===== src/rtl/lab_pkg.sv =====
package lab_pkg;

    typedef enum logic [2:0] {
        ST_IDLE     = 3'd0,
        ST_RD_ADDR  = 3'd1,
        ST_RD_DATA  = 3'd2,
        ST_WR_ISSUE = 3'd3,
        ST_WR_RESP  = 3'd4
    } lab_state_e;

endpackage


===== src/rtl/lab_line_align.sv =====
module lab_line_align #(
    parameter int ADDR_W = 32,
    parameter int OFS_W  = 5
) (
    input  logic [ADDR_W-1:0] addr_in,
    output logic [ADDR_W-1:0] addr_out
);
    // Clear the in-line byte offset, keep the line number.
    for (genvar i = 0; i < ADDR_W; i++) begin : g_bit
        if (i < OFS_W) begin : g_clr
            assign addr_out[i] = 1'b0;
        end else begin : g_keep
            assign addr_out[i] = addr_in[i];
        end
    end
endmodule


===== src/rtl/lab_rdata_hold.sv =====
module lab_rdata_hold #(
    parameter int DATA_W = 256
) (
    input  logic              clk,
    input  logic              rst,
    input  logic              capture,
    input  logic [DATA_W-1:0] d,
    output logic [DATA_W-1:0] q
);
    always_ff @(posedge clk) begin
        if (rst) begin
            q <= '0;
        end else if (capture) begin
            q <= d;
        end
    end
endmodule


===== src/rtl/lab_fsm.sv =====
module lab_fsm
    import lab_pkg::*;
(
    input  logic clk,
    input  logic rst,
    input  logic req_valid,
    input  logic req_write,
    input  logic arready,
    input  logic rvalid,
    input  logic awready,
    input  logic wready,
    input  logic bvalid,
    output logic arvalid,
    output logic rready,
    output logic awvalid,
    output logic wvalid,
    output logic bready,
    output logic req_ready,
    output logic rd_capture
);
    lab_state_e state_q, state_d;

    // State register.
    always_ff @(posedge clk) begin
        if (rst) begin
            state_q <= ST_IDLE;
        end else begin
            state_q <= state_d;
        end
    end

    // Next state.
    always_comb begin
        state_d = state_q;
        unique case (state_q)
            ST_IDLE: begin
                if (req_valid) begin
                    state_d = req_write ? ST_WR_ISSUE : ST_RD_ADDR;
                end
            end
            ST_RD_ADDR: begin
                if (arready) state_d = ST_RD_DATA;
            end
            ST_RD_DATA: begin
                if (rvalid) state_d = ST_IDLE;
            end
            ST_WR_ISSUE: begin
                if (awready && wready) state_d = ST_WR_RESP;
            end
            ST_WR_RESP: begin
                if (bvalid) state_d = ST_IDLE;
            end
            default: state_d = ST_IDLE;
        endcase
    end

    // Outputs.
    always_comb begin
        arvalid    = 1'b0;
        rready     = 1'b0;
        awvalid    = 1'b0;
        wvalid     = 1'b0;
        bready     = 1'b0;
        req_ready  = 1'b0;
        rd_capture = 1'b0;
        unique case (state_q)
            ST_IDLE: ;
            ST_RD_ADDR: arvalid = 1'b1;
            ST_RD_DATA: begin
                rready     = 1'b1;
                rd_capture = rvalid;
                req_ready  = rvalid;
            end
            ST_WR_ISSUE: begin
                awvalid   = 1'b1;
                wvalid    = 1'b1;
                req_ready = awready && wready;
            end
            ST_WR_RESP: bready = 1'b1;
            default: ;
        endcase
    end
endmodule


===== src/rtl/line_axi_bridge.sv =====
module line_axi_bridge #(
    parameter int ADDR_W     = 32,
    parameter int LINE_BYTES = 32,
    parameter int ID_W       = 6,
    localparam int DATA_W    = LINE_BYTES * 8,
    localparam int OFS_W     = $clog2(LINE_BYTES)
) (
    input  logic              clk,
    input  logic              rst,
    input  logic              req_valid,
    input  logic              req_write,
    input  logic [ADDR_W-1:0] req_addr,
    input  logic [DATA_W-1:0] req_wdata,
    input  logic [LINE_BYTES-1:0] req_bmask,
    output logic              req_ready,
    output logic [DATA_W-1:0] req_rdata,
    output logic              axi_arvalid,
    input  logic              axi_arready,
    output logic [ADDR_W-1:0] axi_araddr,
    output logic [ID_W-1:0]   axi_arid,
    input  logic              axi_rvalid,
    output logic              axi_rready,
    input  logic [DATA_W-1:0] axi_rdata,
    input  logic [ID_W-1:0]   axi_rid,
    input  logic [1:0]        axi_rresp,
    output logic              axi_awvalid,
    input  logic              axi_awready,
    output logic [ADDR_W-1:0] axi_awaddr,
    output logic [ID_W-1:0]   axi_awid,
    output logic              axi_wvalid,
    input  logic              axi_wready,
    output logic [DATA_W-1:0] axi_wdata,
    output logic [LINE_BYTES-1:0] axi_wstrb,
    input  logic              axi_bvalid,
    output logic              axi_bready,
    input  logic [ID_W-1:0]   axi_bid,
    input  logic [1:0]        axi_bresp
);
    logic              rd_capture;
    logic [ADDR_W-1:0] line_addr;

    // Response codes and IDs are taken and discarded.
    logic unused_resp;
    assign unused_resp = ^{axi_rid, axi_rresp, axi_bid, axi_bresp};

    lab_fsm u_fsm (
        .clk        (clk),
        .rst        (rst),
        .req_valid  (req_valid),
        .req_write  (req_write),
        .arready    (axi_arready),
        .rvalid     (axi_rvalid),
        .awready    (axi_awready),
        .wready     (axi_wready),
        .bvalid     (axi_bvalid),
        .arvalid    (axi_arvalid),
        .rready     (axi_rready),
        .awvalid    (axi_awvalid),
        .wvalid     (axi_wvalid),
        .bready     (axi_bready),
        .req_ready  (req_ready),
        .rd_capture (rd_capture)
    );

    lab_line_align #(
        .ADDR_W (ADDR_W),
        .OFS_W  (OFS_W)
    ) u_align (
        .addr_in  (req_addr),
        .addr_out (line_addr)
    );

    lab_rdata_hold #(
        .DATA_W (DATA_W)
    ) u_rhold (
        .clk     (clk),
        .rst     (rst),
        .capture (rd_capture),
        .d       (axi_rdata),
        .q       (req_rdata)
    );

    assign axi_araddr = line_addr;
    assign axi_awaddr = line_addr;
    assign axi_arid   = '0;
    assign axi_awid   = '0;
    assign axi_wdata  = req_wdata;
    assign axi_wstrb  = req_bmask;
endmodule


===== config.mk =====
export PLATFORM = sky130hd
export DESIGN_NAME = line_axi_bridge
export DESIGN_NICKNAME = d
export VERILOG_FILES = /design/src/rtl/lab_pkg.sv /design/src/rtl/lab_line_align.sv /design/src/rtl/lab_rdata_hold.sv /design/src/rtl/lab_fsm.sv /design/src/rtl/line_axi_bridge.sv
export SDC_FILE = /design/constraint.sdc
export NUM_CORES = 1
export LEC_CHECK = 0
export BUFFER_PORTS_ARGS = -buffer_cell sky130_fd_sc_hd__buf_4
export CORE_AREA = 2 2 485 487
export CTS_CLUSTER_DIAMETER = 120
export DETAILED_ROUTE_END_ITERATION = 7
export DIE_AREA = 0 0 487 489
export GPL_TIMING_DRIVEN = 0
export PLACE_DENSITY = 0.3
export SYNTH_ARGS = -nofsm -noshare
export SYNTH_HDL_FRONTEND = slang
export SYNTH_SLANG_ARGS = --single-unit

===== constraint.sdc =====
create_clock -name clk -period 1.8 [get_ports clk]
set_input_delay 0 -clock clk [delete_from_list [all_inputs] [get_ports clk]]
set_output_delay 0 -clock clk [all_outputs]
set_load 0.1 [all_outputs]

==> metrics.cfg, run 1 <==
[power_and_ir_drop]
power.internal_uw=13590
clkPwrFrac=0.357
powerDensity_mw_per_mm2=900.2
p_leak_uw=0.01120
ir_drop_v=0.0006221
seq_power_share=0.254
comb_power_share=0.389
p_switching_uw=10640
switching_share=0.4391
total_power_uw=24230

[timing]
hold_slack_ps=145.3
slew_headroom=0.3103
timing.fmax_mhz=548.0
layout_min_cycle_time_ps=1825
finalClockSkew_ps=31.65
tightestPinTransition_ps=1035
setup_tns_ps=-30.67
slew_violations=0
setup_ws_ps=-24.86
post-route-period-util=1.014
grt_setup_unrepaired=yes
hold_violations=0
finalSetupViolCount=2

[global_route]
grt_first_pass_wirelength_um=157000
grt_max_degree=13
antenna_found_initial=79
grt_pass1_vias=15110
overflow=0
track_usage=0.1024

[outcome]
violations=setup timing
run_status=finished, violations left

[flow_run]
max_cap_violations=0

[final_layout]
multi_input_area_mm2=0.003558
final_layout_size_suffix_gt1_frac=0.5107
nFillCells=27160
register_area_mm2=0.005194
syn2layout_area_growth_pct=127.2
nNetsFinal=3316
finalInstanceArea_mm2=0.02692

[synth]
yosys_warnings=0
syn-cell-area_mm2=0.01185
ys_types=20
ys_seq_elements=259
synth.yosys.seq_area_share=0.4376
syn_avg_cell_area_um2=7.877
syn_inst=1504

[die]
coreArea_mm2=0.2336
die-area_mm2=0.2381
die_height_um=489
die_w_um=487
initial_utilization=0.05071
placementRows=178
pin_count=1227

[setup_path]
critPathLaunchType=flip-flop
reg2reg_setup_slack_ps=-10
r2r_cells=10
critPathArrivalTime_ps=1820
path_cells=nor2_4, nand3_4, buf_12, nand2_4, buf_12
crit_path_end=req_ready
reg2reg_to=u_rhold.q[89]
critical_path_required_ps=1800
crit_start=u_fsm.state_q[2]
crit_type=reg -> out
r2r-start=u_fsm.state_q[2]
cp_slowest_stage_delay_ps=370
cp_slowest_cell=dfxtp_4
cpMostUsedCell=buf_12
setup.worst_path.end_class=primary output
critPathMaxFanout=4

[detailed_routing]
wire_per_inst_um=22.06
first_iter_violations=567
vias=14870
first_pass_iters=6
wl_um=128400
vias_per_cell=2.553
detail-route-antenna-nets=0
drc=0

[clock_network]
htreeDepth=2
insertion_delay_ps=640
cts-root-buf=clkbuf_16
cts_buffers=42
cts_sinks=259
clockBufferDepth=3
cts_tree=done
clk_pin_slew_ps=60

[placement]
place.gp.congestion=0.9307
post-dp-hpwl_um=114100
postPlaceCellArea_mm2=0.02228
io_buffers=867

[hold_path]
hold_class=in -> reg

-- power by group through the flow --
stage | Sequential, uW | Clock [uW] | Combinational (uW)
finish | 6150 | 8660 | 9420
global route | 6180 | 9280 | 9790
floorplan | 7950 | 0 | 4580
CTS | 6150 | 9160 | 9570
detailed placement | 6270 | 0 | 8820
global placement | 6270 | 0 | 8830
-- synthesized netlist by cell type --
| master | number | share of area |
|---|---|---|
| nor3b_1 | 1 | 0.00063 |
| nor2b_1 | 2 | 0.0011 |
| buf_4 | 366 | 0.23 |
| nor2_1 | 1 | 0.00032 |
| nand2b_1 | 3 | 0.0016 |
| a32oi_1 | 1 | 0.00074 |
| nand2_1 | 513 | 0.16 |
| clkbuf_1 | 31 | 0.0098 |
| nor2_4 | 1 | 0.00095 |
| dfxtp_1 | 259 | 0.44 |
| nand3_1 | 5 | 0.0021 |
| and2_1 | 2 | 0.0011 |
| nor3_1 | 1 | 0.00042 |
| mux2i_1 | 1 | 0.00084 |
| conb_1 | 1 | 0.00032 |
| buf_6 | 27 | 0.026 |
| nand3b_1 | 1 | 0.00063 |
| a21oi_1 | 259 | 0.11 |
| buf_2 | 28 | 0.012 |
| and3_1 | 1 | 0.00053 |
-- cells by family after synthesis --
logic type | after synthesis | share of synthesized area
compound gates | 260 | 0.1101
buf+inv | 452 | 0.2792
simple gates | 531 | 0.1718
flops | 259 | 0.4376
other cells | 1 | 0.0003165
mux | 1 | 0.0008449
-- metrics by stage --
step | util | std cells | setup WS, ps
3_3_place_gp | 0.09537 | 5452 | -1585
3_5_place_dp | 0.09538 | 5452 | -1043
6_report | 0.1152 | 5822 | -24.86
5_1_grt | 0.1151 | 5815 | -161.6
2_1_floorplan | - | 1525 | 33.07
4_1_cts | 0.1148 | 5808 | -262.6
-- area by class of cell --
class                      count  area share
antenna                       15    0.001395
buffer                       448      0.1270
clock buffer                  60     0.04453
clock inverter                16    0.008321
multi-input combinational    814      0.1322
sequential                   259      0.1930
tap                         3060      0.1422
timing repair buffer        1150      0.3513
-- registers in the layout, summed over array words and instances (netlist names) --
register       flops
u_rhold.q        256
u_fsm.state_q      3
-- cell usage in the layout (no fill, tap or decap), drive strengths merged --
cell type,n
mux2i,1
a32oi,1
and2,2
nor2b,2
clkbuf,95
bufbuf,1
and3,1
nand3,5
a21oi,259
nor2,2
bufinv,3
clkinvlp,3
clkinv,6
nor3,1
buf,1297
dlygate4sd3,265
nand2b,3
nand3b,1
inv,4
dfxtp,259
diode,15
nand2,513
nor3b,1
conb,22
-- worst min path at each step --
stage,from,endpoint,slack [ps],cells after the start
floorplan,axi_rdata[227],u_rhold.q[227],140,2
detailed placement,axi_rdata[116],u_rhold.q[116],250,3
finish,axi_rdata[9],u_rhold.q[9],150,4
CTS,axi_rdata[9],u_rhold.q[9],50,4
global placement,axi_rdata[216],u_rhold.q[216],250,3
global route,axi_rdata[8],u_rhold.q[8],110,4
-- what timing repair did --
item,in CTS,in global routing
hold buffers,265,0
hold endpoints to repair,259,0
pin swaps,3,5
gates cloned,2,0
gates resized for setup,65,33
setup endpoints to repair,261,108
setup buffers,15,2
-- critical path, delay by kind of cell, from the launching register on --
| family | cells | cell delay, ps |
|---|---|---|
| AND/OR/NAND/NOR | 3 | 400 |
| buffers and inverters | 2 | 380 |
| flip-flops | 1 | 370 |
-- per-layer routing --
metal  part of all wire  track usage
met1               0.35       0.1037
met2               0.47       0.1736
met3               0.14      0.06235
met4              0.036      0.03290
met5             0.0014            0
Power figures use the tool's default switching activity.
==> run 2: changes to the inputs <==
CORE_AREA = 2 2 480 482   (was 2 2 485 487)
DIE_AREA = 0 0 482 484   (was 0 0 487 489)
SETUP_SLACK_MARGIN = 0.15   (was default)
clock period = 2.1 ns   (was 1.8 ns; I/O delays follow)
==> run 2 against run 1 <==
Against the previous run: the run now ends clean; clock-buffer cell count up 3; routed wire length up 1.3%; register-to-register slack better by 300 ps; critical path depth unchanged; clock skew up 1.6 ps; worst hold slack worse by 120 ps; flip-flop and latch count unchanged; core utilization up 0.18 points; sequential power down 15%; setup slack better by 300 ps; via count down 0.69%; cell count down 0.33%; highest routed layer unchanged.
==> metrics.cfg, run 2 (same netlist as run 1, synthesis figures left out) <==
[die]
pin_count=1227
die_height_um=484
initial_utilization=0.05183
die-area_mm2=0.2333
placementRows=176
die_w_um=482
coreArea_mm2=0.2286

[clock_network]
cts_sinks=259
insertion_delay_ps=660
htreeDepth=2
clk_pin_slew_ps=40
clockBufferDepth=3
cts_tree=done
cts_buffers=45
cts-root-buf=clkbuf_16

[timing]
finalClockSkew_ps=33.21
finalSetupViolCount=0
hold_violations=0
timing.fmax_mhz=546.5
grt_setup_unrepaired=no
hold_slack_ps=27.02
tightestPinTransition_ps=945.9
slew_headroom=0.3694
layout_min_cycle_time_ps=1830
setup_ws_ps=270.3
slew_violations=0
post-route-period-util=0.8713

[final_layout]
finalInstanceArea_mm2=0.02675
largest_register_ffs=256
final_cell_mix=1,243 x buf_4, 512 x nand2_1, 266 x dlygate4sd3_1, 258 x a21oi_1, 257 x dfxtp_1
final_layout_size_suffix_gt1_frac=0.5036
nNetsFinal=3317
syn2layout_area_growth_pct=125.8
final_common_cell=buf_4
top_register=u_rhold.q
stdcell_count=5803
nFillCells=26620
top_regs=u_rhold.q: 256 flops, u_fsm.state_q: 3 flops

[setup_path]
crit_start=u_fsm.state_q[0]
critical_path_required_ps=2100
critPathLaunchType=flip-flop
r2r-start=u_fsm.state_q[2]
setup.worst_path.end_class=primary output
crit_type=reg -> out
reg2reg_to=u_rhold.q[227]
critPathArrivalTime_ps=1830
critPathMaxFanout=4
r2r_cells=7
reg2reg_setup_slack_ps=290
crit_path_end=req_ready

[detailed_routing]
drc=0
detail-route-antenna-nets=0
wire_per_inst_um=22.42
first_iter_violations=517
vias=14760
wl_um=130100
first_pass_iters=6
vias_per_cell=2.544

[placement]
io_buffers=867
postPlaceCellArea_mm2=0.02227
pre_cts_slack_ps=-1294
dp_cells=5419
post-dp-hpwl_um=115400
place.gp.congestion=0.9535

[power_and_ir_drop]
p_leak_uw=0.01119
ir_drop_v=0.0005659
seq_power_share=0.248
powerDensity_mw_per_mm2=790.5
power.internal_uw=11920
switching_share=0.4364
comb_power_share=0.376
p_switching_uw=9228
total_power_uw=21150
clkPwrFrac=0.376

[hold_path]
hold_class=in -> reg

[global_route]
grt_first_pass_wirelength_um=158300
track_usage=0.1058
grt_max_degree=14
grt_pass1_vias=15200
overflow=0
antenna_found_initial=114

[outcome]
run_status=finished, final reports clean

[flow_run]
max_cap_violations=0

[run 2: changes by cell type in the layout (fill, tap and decap cells not counted), sizes merged]
cell,delta
diode,+12
dlygate4sd3,+1
clkinv,+2
buf,+1
bufinv,+1
clkinvlp,-1
bufbuf,-1
[run 2: final cells by class]
| class | count | area, um2 | area share |
|---|---|---|---|
| clock inverters | 18 | 261.5 | 0.009774 |
| repair buffers | 1144 | 9306 | 0.3478 |
| flip-flops and latches | 259 | 5192 | 0.1941 |
| plain buffers | 452 | 3386 | 0.1265 |
| well taps | 3026 | 3786 | 0.1415 |
| multi-input cells | 814 | 3491 | 0.1305 |
| diodes | 27 | 67.56 | 0.002525 |
| clock buffers | 63 | 1264 | 0.04723 |
[run 2: worst min-delay path by stage]
stage	end	cells after the start	startpoint	slack [ps]
6_report	u_fsm.state_q[1]	5	axi_awready	30
2_1_floorplan	u_rhold.q[227]	2	axi_rdata[227]	140
4_1_cts	u_fsm.state_q[1]	5	axi_awready	40
3_5_place_dp	u_rhold.q[40]	3	axi_rdata[40]	260
3_3_place_gp	u_rhold.q[243]	3	axi_rdata[243]	250
5_1_grt	u_fsm.state_q[1]	5	axi_awready	40
[run 2: routing by layer]
metal	share of wire	wire length [um]	GRT usage	vias to the layer above
li1	-	-	-	6862
met1	0.32	41590	0.09576	6607
met2	0.48	62510	0.1867	994
met3	0.16	21020	0.07536	259
met4	0.036	4701	0.02908	42
met5	0.0023	299	0.001864	-
[run 2: stage by stage]
step,TNS [ps],utilization
4_1_cts,-119.1,0.1162
5_1_grt,0,0.1168
2_1_floorplan,0,-
3_5_place_dp,-114150,0.09741
3_3_place_gp,-150350,0.09729
6_report,0,0.1170
[run 2: critical path, stage by stage (launching register included)]
cell	delay (ps)
dfxtp_4	360
nor2b_4	190
and2_4	210
nand3_2	140
nand2_4	110
buf_12	180
[run 2: power by group through the flow]
stage	clock, uW	combinational [uW]	sequential [uW]
after floorplan	0	3930	6820
after global placement	0	7530	5350
after detailed placement	0	7520	5360
after CTS	8400	8070	5260
after global routing	8450	8280	5280
final	7950	7950	5250
[run 2: what timing repair did]
| action | 4_1_cts | 5_1_grt |
|---|---|---|
| endpoints found under the hold margin | 259 | 0 |
| gates cloned | 0 | 0 |
| resized for setup | 25 | 18 |
| hold buffers | 266 | 0 |
| setup buffers | 3 | 7 |
| setup endpoints to repair | 244 | 40 |
| pin swaps | 1 | 3 |
==> run 3: changes to the inputs <==
CORE_AREA = 2 2 485 487   (was 2 2 480 482)
DIE_AREA = 0 0 487 489   (was 0 0 482 484)
clock period = 1.8 ns   (was 2.1 ns; I/O delays follow)
==> run 3 against run 2 <==
Against the previous run: the run now ends with setup timing left; cell count rose by 0.71%; core utilization rose by 0.14 points; via count rose by 1.0%; critical path depth rose by 1; sequential share of layout area fell by 0.64 points; total power rose by 14%; setup slack got worse by 310 ps; non-clock buffer count rose by 22; critical path type unchanged; largest cell class unchanged; highest routed layer unchanged.
==> metrics.cfg, run 3 (same netlist as run 1, synthesis figures left out) <==
[outcome]
run_status=finished, violations left
violations=setup timing

[setup_path]
setup.worst_path.end_class=primary output
worst-path-buf-inv=3
reg2reg_to=u_rhold.q[249]
critPathArrivalTime_ps=1840
cp_slowest_cell=dfxtp_2
r2r-start=u_fsm.state_q[2]
r2r_cells=10
path_cells=nor2_4, nand3_4, buf_12, buf_12, nand2_4, buf_12
cp_slowest_stage_delay_ps=350
critPathLaunchType=flip-flop
reg2reg_setup_slack_ps=-30
crit_type=reg -> out
critPathMaxFanout=4
critical_path_required_ps=1800
cpMostUsedCell=buf_12
path_delay_family=buffers and inverters

[timing]
slew_violations=0
tightestPinTransition_ps=1099
finalSetupViolCount=9
layout_min_cycle_time_ps=1836
grt_setup_unrepaired=yes
setup_ws_ps=-35.85
hold_violations=0
finalClockSkew_ps=22.75
hold_slack_ps=155.4
slew_headroom=0.2672
setup_tns_ps=-172.9
timing.fmax_mhz=544.7
post-route-period-util=1.020

[clock_network]
cts_sinks=259
clockBufferDepth=3
clk_pin_slew_ps=60
cts-root-buf=clkbuf_16
cts_buffers=41
htreeDepth=2
insertion_delay_ps=620
cts_tree=done

[final_layout]
top_register=u_rhold.q
finalInstanceArea_mm2=0.02766
final_cell_mix=1,242 x buf_4, 494 x nand2_1, 264 x dlygate4sd3_1, 256 x dfxtp_1, 211 x a21oi_1
largest_register_ffs=256
nNetsFinal=3335
stdcell_count=5844
final_common_cell=buf_4
final_util=0.1184
top_regs=u_rhold.q: 256 flops, u_fsm.state_q: 3 flops
final_layout_size_suffix_gt1_frac=0.5318
syn2layout_area_growth_pct=133.5

[die]
placementRows=178
coreArea_mm2=0.2336
pin_count=1227
die_height_um=489
die-area_mm2=0.2381
initial_utilization=0.05071
die_w_um=487

[hold_path]
hold_depth=4
min_to=u_rhold.q[13]
holdCritStartpoint=axi_rdata[13]
hold_class=in -> reg

[placement]
place.gp.congestion=0.9594
post-dp-hpwl_um=112600
dp_cells=5452
postPlaceCellArea_mm2=0.02229
io_buffers=867

[detailed_routing]
first_pass_iters=5
vias=14910
detail-route-antenna-nets=0
first_iter_violations=569
drc=0
wire_per_inst_um=22.11
vias_per_cell=2.552
wl_um=129200

[global_route]
antenna_found_initial=91
grt_max_degree=12
overflow=0
grt_pass1_vias=15100
track_usage=0.1029
grt_first_pass_wirelength_um=157300

[power_and_ir_drop]
ir_drop_v=0.0006024
p_leak_uw=0.01149
powerDensity_mw_per_mm2=870.0

[flow_run]
max_cap_violations=0

-- run 3: changes by cell type in the layout (fill, tap and decap cells not counted), sizes merged --
cell,previous run,this run
clkinvlp,2,1
diode,27,20
inv,4,3
bufinv,4,2
clkinv,8,10
clkbuf,95,91
dlygate4sd3,266,264
bufbuf,0,5
buf,1298,1315
-- run 3: metal layers --
| layer | part of all wire | up-vias | track usage |
|---|---|---|---|
| met1 | 0.34 | 6835 | 0.09971 |
| met3 | 0.15 | 214 | 0.06887 |
| li1 | - | 6874 | - |
| met5 | 0.0017 | - | 0 |
| met4 | 0.032 | 32 | 0.03322 |
| met2 | 0.48 | 959 | 0.1754 |
-- run 3: per-stage QoR --
step	setup slack (ps)	power, uW
after floorplan	64.48	12550
after CTS	-147.6	24660
after global placement	-1429	15060
after global routing	-152.6	25080
after detailed placement	-1250	15060
final	-35.85	24070
-- run 3: where the power goes --
| part | total [uW] | switching [uW] | internal, uW | leakage (uW) |
|---|---|---|---|---|
| sequential | 6140 | 152 | 5990 | 0.00210 |
| clock | 8250 | 3490 | 4760 | 0.000652 |
| combinational | 9680 | 6980 | 2700 | 0.00874 |
| total | 24100 | 10600 | 13400 | 0.0115 |
-- run 3: worst max path at each step --
stage | from | end | cells past startpoint
CTS | u_fsm.state_q[0] | req_ready | 6
global placement | rst | u_rhold.q[165] | 4
floorplan | u_fsm.state_q[1] | u_fsm.state_q[1] | 5
detailed placement | rst | u_rhold.q[112] | 4
finish | u_fsm.state_q[2] | req_ready | 6
global route | u_fsm.state_q[2] | req_ready | 6
-- run 3: area by class of cell --
cell class | instances | area [um2]
Sequential cell | 259 | 5191
Antenna cell | 20 | 50.05
Tap cell | 3060 | 3829
Fill cell | 27120 | 206000
Multi-Input combinational cell | 814 | 3735
Timing Repair Buffer | 1166 | 9893
Clock inverter | 16 | 183.9
Buffer | 452 | 3636
Clock buffer | 57 | 1146
-- run 3: timing repair --
action                                  CTS  global route
endpoints found under the setup margin  263           243
pin swaps                                 4             4
hold endpoints to repair                259             0
hold buffers                            264             0
buffers inserted                         17             4
cloned                                   12             3
resized for setup                       103            92
-- run 3: worst reg2reg max path: cells and delay by family (launching register included) --
kind            cells  cell delay, ps
simple gates        3             310
buf+inv             6             910
flops               1             390
compound gates      1              50
